==> config.mk <==
export PLATFORM = sky130hd
export DESIGN_NAME = alu_funct32
export DESIGN_NICKNAME = d
export VERILOG_FILES = /design/src/rtl/alu_funct_pkg.sv /design/src/rtl/alu_decode.sv /design/src/rtl/alu_barrel.sv /design/src/rtl/alu_addsub.sv /design/src/rtl/alu_special.sv /design/src/rtl/alu_funct32.sv
export SDC_FILE = /design/constraint.sdc
export NUM_CORES = 1
export LEC_CHECK = 0
export ABC_AREA = 1
export CORE_MARGIN = 4
export CORE_UTILIZATION = 30
export DETAILED_ROUTE_END_ITERATION = 16
export GPL_TIMING_DRIVEN = 0
export PLACE_DENSITY = 0.46
export SYNTH_ARGS = -nofsm -noshare
export SYNTH_HDL_FRONTEND = slang
export SYNTH_SLANG_ARGS = --single-unit
==> constraint.sdc <==
create_clock -name vclk -period 3.39
set_input_delay 0.339 -clock vclk [all_inputs]
set_output_delay 0.339 -clock vclk [all_outputs]
set_load 0.01 [all_outputs]
==> src/rtl/alu_funct_pkg.sv <==
package alu_funct_pkg;

   localparam int FN_W = 6;

   typedef enum logic [FN_W-1:0] {
      FN_SLL  = 6'h00,
      FN_SRL  = 6'h02,
      FN_SRA  = 6'h03,
      FN_ADD  = 6'h20,
      FN_ADDU = 6'h21,
      FN_SUB  = 6'h22,
      FN_SUBU = 6'h23,
      FN_AND  = 6'h24,
      FN_OR   = 6'h25,
      FN_SLT  = 6'h2a,
      FN_SLTU = 6'h2b,
      FN_PAL  = 6'h3e,
      FN_LFSR = 6'h3f
   } alu_fn_e;

   // result source chosen by the decoder
   typedef enum logic [3:0] {
      SRC_NONE,
      SRC_SHIFT,
      SRC_SUM,
      SRC_AND,
      SRC_OR,
      SRC_LT_S,
      SRC_LT_U,
      SRC_PAL,
      SRC_LFSR
   } alu_src_e;

   typedef struct packed {
      alu_src_e src;
      logic     sub;      // adder subtracts
      logic     trap;     // overflow may be reported
      logic     left;     // shift direction
      logic     arith;    // sign fill on right shift
   } alu_ctl_t;

endpackage

==> src/rtl/alu_decode.sv <==
module alu_decode
   import alu_funct_pkg::*;
(
   input  logic [FN_W-1:0] funct,
   output alu_ctl_t        ctl
);
   always_comb begin
      ctl = '{src: SRC_NONE, sub: 1'b0, trap: 1'b0, left: 1'b0, arith: 1'b0};
      case (funct)
         FN_SLL:  begin ctl.src = SRC_SHIFT; ctl.left = 1'b1; end
         FN_SRL:  ctl.src = SRC_SHIFT;
         FN_SRA:  begin ctl.src = SRC_SHIFT; ctl.arith = 1'b1; end
         FN_ADD:  begin ctl.src = SRC_SUM; ctl.trap = 1'b1; end
         FN_ADDU: ctl.src = SRC_SUM;
         FN_SUB:  begin ctl.src = SRC_SUM; ctl.sub = 1'b1; ctl.trap = 1'b1; end
         FN_SUBU: begin ctl.src = SRC_SUM; ctl.sub = 1'b1; end
         FN_AND:  ctl.src = SRC_AND;
         FN_OR:   ctl.src = SRC_OR;
         FN_SLT:  begin ctl.src = SRC_LT_S; ctl.sub = 1'b1; end
         FN_SLTU: begin ctl.src = SRC_LT_U; ctl.sub = 1'b1; end
         FN_PAL:  ctl.src = SRC_PAL;
         FN_LFSR: ctl.src = SRC_LFSR;
         default: ctl.src = SRC_NONE;
      endcase
   end
endmodule

==> src/rtl/alu_barrel.sv <==
module alu_barrel #(
   parameter int DATA_W = 32,
   localparam int SH_W  = $clog2(DATA_W)
) (
   input  logic [DATA_W-1:0] din,
   input  logic [SH_W-1:0]   amt,
   input  logic              left,
   input  logic              arith,
   output logic [DATA_W-1:0] dout
);
   if ((1 << SH_W) != DATA_W) begin : g_bad_width
      $error("alu_barrel: DATA_W must be a power of two");
   end

   logic              fill;
   logic [DATA_W-1:0] rev_in;
   logic [DATA_W-1:0] rev_out;
   logic [DATA_W-1:0] stage [SH_W+1];

   assign fill = arith & ~left & din[DATA_W-1];

   // a left shift is a right shift of the bit-reversed word
   for (genvar i = 0; i < DATA_W; i++) begin : g_rev
      assign rev_in[i]  = din[DATA_W-1-i];
      assign rev_out[i] = stage[SH_W][DATA_W-1-i];
   end

   assign stage[0] = left ? rev_in : din;

   for (genvar s = 0; s < SH_W; s++) begin : g_stage
      localparam int STEP = 1 << s;
      assign stage[s+1] = amt[s]
         ? {{STEP{fill}}, stage[s][DATA_W-1:STEP]}
         : stage[s];
   end

   assign dout = left ? rev_out : stage[SH_W];
endmodule

==> src/rtl/alu_addsub.sv <==
module alu_addsub #(
   parameter int DATA_W = 32
) (
   input  logic [DATA_W-1:0] a,
   input  logic [DATA_W-1:0] b,
   input  logic              sub,
   output logic [DATA_W-1:0] sum,
   output logic              sovf,
   output logic              lt_s,
   output logic              lt_u
);
   logic [DATA_W-1:0] b_eff;
   logic              cout;

   assign b_eff       = b ^ {DATA_W{sub}};
   assign {cout, sum} = {1'b0, a} + {1'b0, b_eff} + {{DATA_W{1'b0}}, sub};

   // operands agree in sign (after inversion for subtract) but result does not
   assign sovf = (a[DATA_W-1] == b_eff[DATA_W-1]) && (sum[DATA_W-1] != a[DATA_W-1]);

   // meaningful while sub is high
   assign lt_s = sum[DATA_W-1] ^ sovf;
   assign lt_u = ~cout;
endmodule

==> src/rtl/alu_special.sv <==
module alu_special #(
   parameter int              DATA_W = 32,
   parameter int              LFSR_W = 16,
   parameter logic [LFSR_W-1:0] TAPS = 16'h002D
) (
   input  logic [DATA_W-1:0] x,
   output logic              pal,
   output logic [DATA_W-1:0] lfsr_next
);
   localparam int HALF = DATA_W / 2;

   if (DATA_W % 2 != 0) begin : g_bad_half
      $error("alu_special: DATA_W must be even");
   end
   if (LFSR_W < 2 || LFSR_W > DATA_W) begin : g_bad_lfsr
      $error("alu_special: LFSR_W out of range");
   end
   if (TAPS == '0) begin : g_bad_taps
      $error("alu_special: TAPS must select at least one bit");
   end

   logic [HALF-1:0] low_rev;
   for (genvar k = 0; k < HALF; k++) begin : g_pal
      assign low_rev[k] = x[HALF-1-k];
   end
   assign pal = (x[DATA_W-1:HALF] == low_rev);

   logic [LFSR_W-1:0] state;
   logic              fb;
   assign state = x[LFSR_W-1:0];
   assign fb    = ^(state & TAPS);

   if (LFSR_W == DATA_W) begin : g_full
      assign lfsr_next = {fb, state[LFSR_W-1:1]};
   end else begin : g_part
      assign lfsr_next = {{(DATA_W-LFSR_W){1'b0}}, fb, state[LFSR_W-1:1]};
   end

   logic unused_hi;
   if (LFSR_W < DATA_W) begin : g_hi
      assign unused_hi = 1'b0;
   end else begin : g_nohi
      assign unused_hi = 1'b0;
   end
endmodule

==> src/rtl/alu_funct32.sv <==
module alu_funct32
   import alu_funct_pkg::*;
#(
   parameter int DATA_W = 32,
   parameter int LFSR_W = 16
) (
   input  logic [DATA_W-1:0] x,
   input  logic [DATA_W-1:0] y,
   input  logic [FN_W-1:0]   funct,
   output logic [DATA_W-1:0] result,
   output logic              ovf,
   output logic              equal
);
   localparam int SH_W = $clog2(DATA_W);

   if (DATA_W < 8) begin : g_bad_data
      $error("alu_funct32: DATA_W too small");
   end

   alu_ctl_t          ctl;
   logic [DATA_W-1:0] sh_out;
   logic [DATA_W-1:0] sum;
   logic              sovf;
   logic              lt_s;
   logic              lt_u;
   logic              pal;
   logic [DATA_W-1:0] lfsr_next;

   alu_decode u_dec (
      .funct (funct),
      .ctl   (ctl)
   );

   alu_barrel #(.DATA_W(DATA_W)) u_shift (
      .din   (x),
      .amt   (y[SH_W-1:0]),
      .left  (ctl.left),
      .arith (ctl.arith),
      .dout  (sh_out)
   );

   alu_addsub #(.DATA_W(DATA_W)) u_add (
      .a    (x),
      .b    (y),
      .sub  (ctl.sub),
      .sum  (sum),
      .sovf (sovf),
      .lt_s (lt_s),
      .lt_u (lt_u)
   );

   alu_special #(.DATA_W(DATA_W), .LFSR_W(LFSR_W)) u_spec (
      .x         (x),
      .pal       (pal),
      .lfsr_next (lfsr_next)
   );

   always_comb begin
      case (ctl.src)
         SRC_SHIFT: result = sh_out;
         SRC_SUM:   result = sum;
         SRC_AND:   result = x & y;
         SRC_OR:    result = x | y;
         SRC_LT_S:  result = DATA_W'(lt_s);
         SRC_LT_U:  result = DATA_W'(lt_u);
         SRC_PAL:   result = DATA_W'(pal);
         SRC_LFSR:  result = lfsr_next;
         default:   result = '0;
      endcase
   end

   assign ovf   = ctl.trap & sovf;
   assign equal = (x == y);
endmodule

==> summary.md, run 1 <==
| Metric | Value |
|---|---|
| Area Growth Syn to Fin | `38.74%` |
| Initial drt markers | `approximately 940` |
| Die Span Y | `163.7 um` |
| Fin crit share | `101.0%` |
| # IOs | `~100` |
| Port bufs | `around 100` |
| DRC Markers | `0` |
| Vias in the first global route | `slightly below 10k` |
| RSZ-0062 raised after global routing | `yes` |
| Setup slack after layout | `-33.83 ps` |
| Layout Cell Area excl Fill | `roughly 0.010 mm2` |
| Commonest non-fill, non-tap cell in the layout | `nand2_1` |
| # Max-Cap Violations | `0` |
| CP max stage cell | `dlygate4sd2_1` |
| N_diodes | `0` |
| Minimum clock period | `3424 ps` |
| Setup TNS | `-92.03 ps` |
| Worst Path Required | `around 3100 ps` |
| Syn Area/Cell | `about 5.5 um2` |
| Largest net degree at the start of global routing | `11` |
| Final ANT Viol Nets | `0` |
| Result of the run | `finished, violations left` |
| Core area | `around 0.024 mm2` |
| WL met2 | `between 15000 and 20000 um` |
| Area after DPL | `around 0.0087 mm2` |
| Wire per inst | `between 20 and 25 um` |
| Seq cells | `0` |
| Met1 Wirelength | `about 19000 um` |
| DR pass1 iterations | `6` |
| Synth Cell Area | `a little over 0.007 mm2` |
| Leakage | `roughly 5.0 nW` |
| Critical path arrival | `3080 ps` |
| Top routing layer in use | `met4` |
| Fin. Hold Viols | `0` |
| CP Launch Point | `x[0]` |
| Failing checks | `negative setup slack` |
| Worst hold margin | `between 1000 and 1500 ps` |
| Critical-path cell list | `dlygate4sd2_1 > nand2_1 > o21ai_4 > inv_2 > fa_2 > inv_2 > nand2_1 > inv_2 > nand2_2 > nand2_4 > a21boi_4 > buf_4 > buf_6 > o31ai_4 > nand2_1 > nand2_2 > nor2_4 > a211oi_4 > nand2_1 > buf_2` |
| Mapped Cells | `1331` |
| Metal3 WL | `2431 um` |
| CP Capture Point | `result[10]` |
| Initial Utilization | `a little under a third` |
| Layout cells sized above 1 | `between 20% and 30%` |
| Final GP Congestion | `~0.97` |
| Most frequent cells in the layout | `nand2_1, nand3_1, inv_1` |
| Hold-fix buffers, CTS | `0` |
| Cell with the most instances on the worst path | `nand2_1` |
| Largest stage delay, worst path | `~430 ps` |
| Synth unique cells | `43` |
| Critical path fanouts, max | `5` |
| Post-Route WL | `42480 um` |
| HP Class | `input port to primary output` |
| Die area | `between 0.02 and 0.03 mm2` |
| Pwr Density | `156.7 mW/mm2` |
| Cell Rows | `between 50 and 60` |
| Via/cell ratio | `around 5.6` |
| Startpoint class of the critical path | `input port` |
| Reg area | `0 um2` |
| Layout clock buffers | `0` |
| Fillers | `between 2k and 3k` |
| CP top delay family | `buffers and inverters` |
| Vias | `between 10k and 15k` |
| GRT Total Usage | `30.45%` |
| Crit path depth | `20` |
| CP Capture Type | `primary output` |
| Fmax | `roughly 0.29 GHz` |
| Final net count | `approximately 1.7k` |
| DP HPWL | `approximately 35000 um` |
| Worst rel slew slack | `about two fifths` |
| Max IR drop VDD | `0.06019 mV` |
| Finish-stage setup viols | `4` |
| Tightest Pin Transition | `between 900 and 1000 ps` |
| Yosys warns | `0` |
| Total gr overflow | `0` |
| Die X | `between 150 and 200 um` |
| Total nets after synthesis | `approximately 1.5k` |
| Max Slew Vio Count | `0` |
| Overall power | `1.581 mW` |
| Post-place setup slack | `-2214 ps` |
| First-pass GRT wire length | `61330 um` |
| Initial antenna violation count | `0` |
| Register area share after synthesis | `0%` |
| CP bufs+invs | `7` |
| CP Class | `input port to primary output` |
## cell usage after synthesis, types with 2 or more instances
library cell  number  share of area, %
clkinv_1           5              0.26
ha_1              97                17
nor3_1            11              0.76
nand2_2            9              0.77
a211oi_1           4              0.41
a31oi_1            5              0.43
inv_2              2              0.10
a21oi_1           53               3.6
nand2_4            2              0.31
o21ai_0           52               3.6
clkbuf_1          16              0.83
nand3_1          327                23
nand4_1           24               2.1
o211ai_1           5              0.52
o21ai_1            2              0.14
buf_6              5              0.77
nor4_1            11              0.95
nor2_1            57               2.9
xor2_1            35               4.2
nor2_4             5              0.77
o21bai_1           5              0.52
buf_4              7              0.72
buf_2             22               1.5
buf_1             10              0.52
or2_2              7              0.60
a21o_1            10               1.0
xnor2_1            5              0.60
inv_1            136               7.0
nand2_1          352                18
a221oi_1           8              0.96
nand3_2           30               4.1
## power by group
part | total, mW | switching (mW) | leakage, nW | internal (mW)
combinational | 1.58 | 0.976 | 5.01 | 0.605
clock | 0 | 0 | 0 | 0
sequential | 0 | 0 | 0 | 0
## layer usage
metal	vias up	GRT usage [%]
li1	4855	-
met1	4806	41.15
met2	384	50.43
met3	79	2.484
met4	0	11.63
met5	-	0
## worst min path at each step
stage,startpoint,to,slack (ps),cells past startpoint
finish,x[31],ovf,1380,3
global route,x[31],ovf,1390,3
CTS,y[4],result[4],1390,5
detailed placement,x[7],result[6],1890,4
global placement,x[7],result[6],1890,4
floorplan,x[11],result[10],810,2
## through the flow
step                      std cells  util [%]
after floorplan                1331         -
after global placement         1754     36.79
after detailed placement       1754     36.79
after CTS                      1796     40.13
after global routing           1820     42.61
final                          1820     42.61
## logic make-up (layout without fill, tap and decap cells)
logic type,after synthesis,in the layout,synth area share (%)
and+or+nand+nor,837,837,54.19
AOI/OAI and AO/OA,152,152,12.09
buffers and inverters,204,374,11.94
adders and majority gates,98,98,16.96
xor gates and xnor gates,40,40,4.817
## cell type report
cell class         instances  area (um2)  share of cell area (%)
multi-input cells       1127        7126                   70.61
repair buffers           171        1550                   15.36
inverters                143       560.5                   5.555
plain buffers             60       455.4                   4.513
well taps                319       399.1                   3.955
## timing repair
| action | 4_1_cts | 5_1_grt |
|---|---|---|
| pin swaps | 47 | 48 |
| gates resized for setup | 276 | 143 |
| endpoints found under the setup margin | 34 | 31 |
| setup buffers | 42 | 24 |
| gates cloned | 1 | 1 |
(Power assumes the default switching activity.)
==> run 2: changes to the inputs <==
--- a/config.mk
+++ b/config.mk
@@ -7,10 +7,10 @@
 export LEC_CHECK = 0
 export ABC_AREA = 1
 export CORE_MARGIN = 4
-export CORE_UTILIZATION = 30
+export CORE_UTILIZATION = 45
 export DETAILED_ROUTE_END_ITERATION = 16
 export GPL_TIMING_DRIVEN = 0
-export PLACE_DENSITY = 0.46
+export PLACE_DENSITY = 0.65
 export SYNTH_ARGS = -nofsm -noshare
 export SYNTH_HDL_FRONTEND = slang
 export SYNTH_SLANG_ARGS = --single-unit
==> run 2 against run 1 <==
- the run still ends with negative setup slack left
- core utilization rose by 17 points
- critical path type unchanged
- global-route usage is 8.5 points higher
- sequential share of layout area unchanged
- first-iteration DRC count rose by 33%
- highest routed layer unchanged
- largest power group unchanged
- sequential cell count did not move
- die area fell by 32%
- setup slack improved by 3.4 ps
- combinational power shrank 6%
- final area decreased by 5.5%
- critical path depth is 4 lower
- fmax about the same
- hold slack lost 49 ps
- critical endpoint is now result[9]
==> summary.md, run 2 (synthesized netlist as in run 1, its figures left out) <==
| Metric | Value |
|---|---|
| Die area | `0.01826 mm2 (-32%)` |
| Initial Utilization | `45.79% (+15 points)` |
| DRC Markers | `0 (unchanged)` |
| Reg area | `0 um2 (unchanged)` |
| Min-Delay Startpoint | `funct[1]` |
| Cell with the most instances on the worst path | `nor2_1` |
| Wire per inst | `22.12 um (-5.2%)` |
| Largest net degree at the start of global routing | `11 (unchanged)` |
| Die X | `135.1 um (-17%)` |
| GRT Total Usage | `38.95% (+8.5 points)` |
| Finish-stage setup viols | `3 (-1)` |
| Startpoint class of the critical path | `input port` |
| Overall power | `1.478 mW (-6.5%)` |
| Layout Cell Area excl Fill | `0.009540 mm2 (-5.5%)` |
| # IOs | `104 (unchanged)` |
| Largest stage delay, worst path | `560 ps (+130 ps)` |
| First-pass GRT wire length | `55010 um (-10%)` |
| Layout clock buffers | `0 (unchanged)` |
| Critical path fanouts, max | `7 (+2)` |
| CP Class | `input port to primary output` |
| Max Slew Vio Count | `0 (unchanged)` |
| RSZ-0062 raised after global routing | `yes` |
| Initial antenna violation count | `0 (unchanged)` |
| Initial drt markers | `1244 (+33%)` |
| Critical path arrival | `3080 ps (about the same)` |
| Leakage | `4.902 nW (-2.2%)` |
| Vias | `10.35k (+2.2%)` |
| Inst Count DP | `1651 (-5.9%)` |
| Area after DPL | `0.008584 mm2 (-1.5%)` |
| Critical-path cell list | `buf_2 > nor2_4 > nand2_4 > buf_12 > xor2_1 > ha_1 > a21o_1 > inv_2 > nor2_1 > nor2_1 > buf_4 > nand2_2 > a21oi_1 > o21ai_0 > nand3_1 > clkdlybuf4s50_1` |
| Setup TNS | `-72.18 ps (+19.85 ps)` |
| Tightest Pin Transition | `851.6 ps (-77.40 ps)` |
| Vias in the first global route | `9518 (-1.3%)` |
| Pwr Density | `155.0 mW/mm2 (-1.1%)` |
| Seq cells | `0 (unchanged)` |
| Comb power frac | `100.0% (about the same)` |
| DR pass1 iterations | `7 (+1)` |
| Max IR drop VDD | `0.08253 mV (+37%)` |
| CP Capture Type | `primary output` |
| Worst rel slew slack | `43.23% (+5.2 points)` |
| DP HPWL | `30010 um (-15%)` |
| Via/cell ratio | `6.100 (+9.7%)` |
| P_sw | `0.9214 mW (-5.6%)` |
| P_int | `0.5570 mW (-7.9%)` |
| Minimum clock period | `3420 ps (-3.394 ps)` |
| CP max stage cell | `clkdlybuf4s50_1` |
| Fin crit share | `100.9% (about the same)` |
| Final GP Congestion | `1.046 (+8.3%)` |
| Total gr overflow | `0 (unchanged)` |
| Final Non-Filler Cells | `1696 (-6.8%)` |
| Port bufs | `104 (unchanged)` |
| Clock network power share | `0% (unchanged)` |
| Post-Route WL | `37520 um (-12%)` |
| Sequential cell fraction of total power | `0% (unchanged)` |
| Die Span Y | `135.1 um (-17%)` |
| Cell Rows | `46 (-18%)` |
| Fin. Hold Viols | `0 (unchanged)` |
| Post-place setup slack | `-1885 ps (+328.5 ps)` |
| Sw frac | `62.33% (+0.58 points)` |
| Layout cells sized above 1 | `19.26% (-3.5 points)` |
| Commonest non-fill, non-tap cell in the layout | `nand2_1` |
| HP Class | `input port to primary output` |
| Failing checks | `negative setup slack` |
| Result of the run | `finished, violations left` |
| Area Growth Syn to Fin | `31.17%` |
| Worst hold margin | `1328 ps (-49.08 ps)` |
| Most frequent cells in the layout | `nand2_1, nand3_1, inv_1` |
| N_diodes | `0 (unchanged)` |
| Setup slack after layout | `-30.44 ps (+3.394 ps)` |
| Final core utilization | `60.06% (+17 points)` |
| Final net count | `1650 (-1.3%)` |
| # Max-Cap Violations | `0 (unchanged)` |
| Hold Path Stages | `6 (+3)` |
| Final ANT Viol Nets | `0 (unchanged)` |
| Core area | `0.01589 mm2 (-33%)` |
| Worst Path Required | `3050 ps (about the same)` |
| WHS Endpoint | `result[0]` |
| Fmax | `0.2924 GHz (about the same)` |
## run 2: repair_timing
item	4_1_cts	5_1_grt
gates resized for setup	207	135
setup endpoints to repair	34	34
hold buffers	0	0
pin swaps	34	49
hold endpoints to repair	0	0
buffers inserted	32	15
## run 2: routing by layer
layer	share of wire, %	wire length (um)	up-vias	GRT usage, %
li1	-	-	4813	-
met1	39	14460	4685	49.92
met2	44	16560	675	62.80
met3	9.9	3723	173	5.646
met4	7.4	2777	0	21.39
met5	0	0	-	0
## run 2: final cells by class
cell class | count | area [um2]
multi-input combinational | 1127 | 6934
tap | 216 | 270.3
timing repair buffer | 151 | 1356
fill | 1693 | 6345
inverter | 143 | 550.5
buffer | 59 | 429.2
## run 2: critical path: cells and delay by family
family                   cells  cell delay [ps]
adder cells (fa/ha/maj)      1              350
XOR/XNOR                     1              150
AO/OA/AOI/OAI                3              490
AND/OR/NAND/NOR              6              640
buffers and inverters        5             1110
## run 2: how the worst max path moves through the flow
stage / startpoint / endpoint / slack [ps]
floorplan: y[3] / result[22] / 280
detailed placement: funct[4] / result[26] / -1890
finish: funct[2] / result[9] / -30
global route: funct[1] / result[25] / -120
CTS: funct[2] / result[26] / -8
global placement: funct[4] / result[26] / -1900
## run 2: power by group through the flow
| stage | Sequential, mW | Combinational (mW) | Clock, mW |
|---|---|---|---|
| 6_report | 0 | 1.48 | 0 |
| 4_1_cts | 0 | 1.32 | 0 |
| 2_1_floorplan | 0 | 0.768 | 0 |
| 5_1_grt | 0 | 1.59 | 0 |
| 3_3_place_gp | 0 | 1.21 | 0 |
| 3_5_place_dp | 0 | 1.21 | 0 |
==> run 3: changes to the inputs <==
--- a/config.mk
+++ b/config.mk
@@ -6,6 +6,7 @@
 export NUM_CORES = 1
 export LEC_CHECK = 0
 export ABC_AREA = 1
+export ABC_CLOCK_PERIOD_IN_PS = 3390
 export CORE_MARGIN = 4
 export CORE_UTILIZATION = 45
 export DETAILED_ROUTE_END_ITERATION = 16
==> results of run 3 <==
No change in the layout: final DEF, timing and power equal those of run 2.
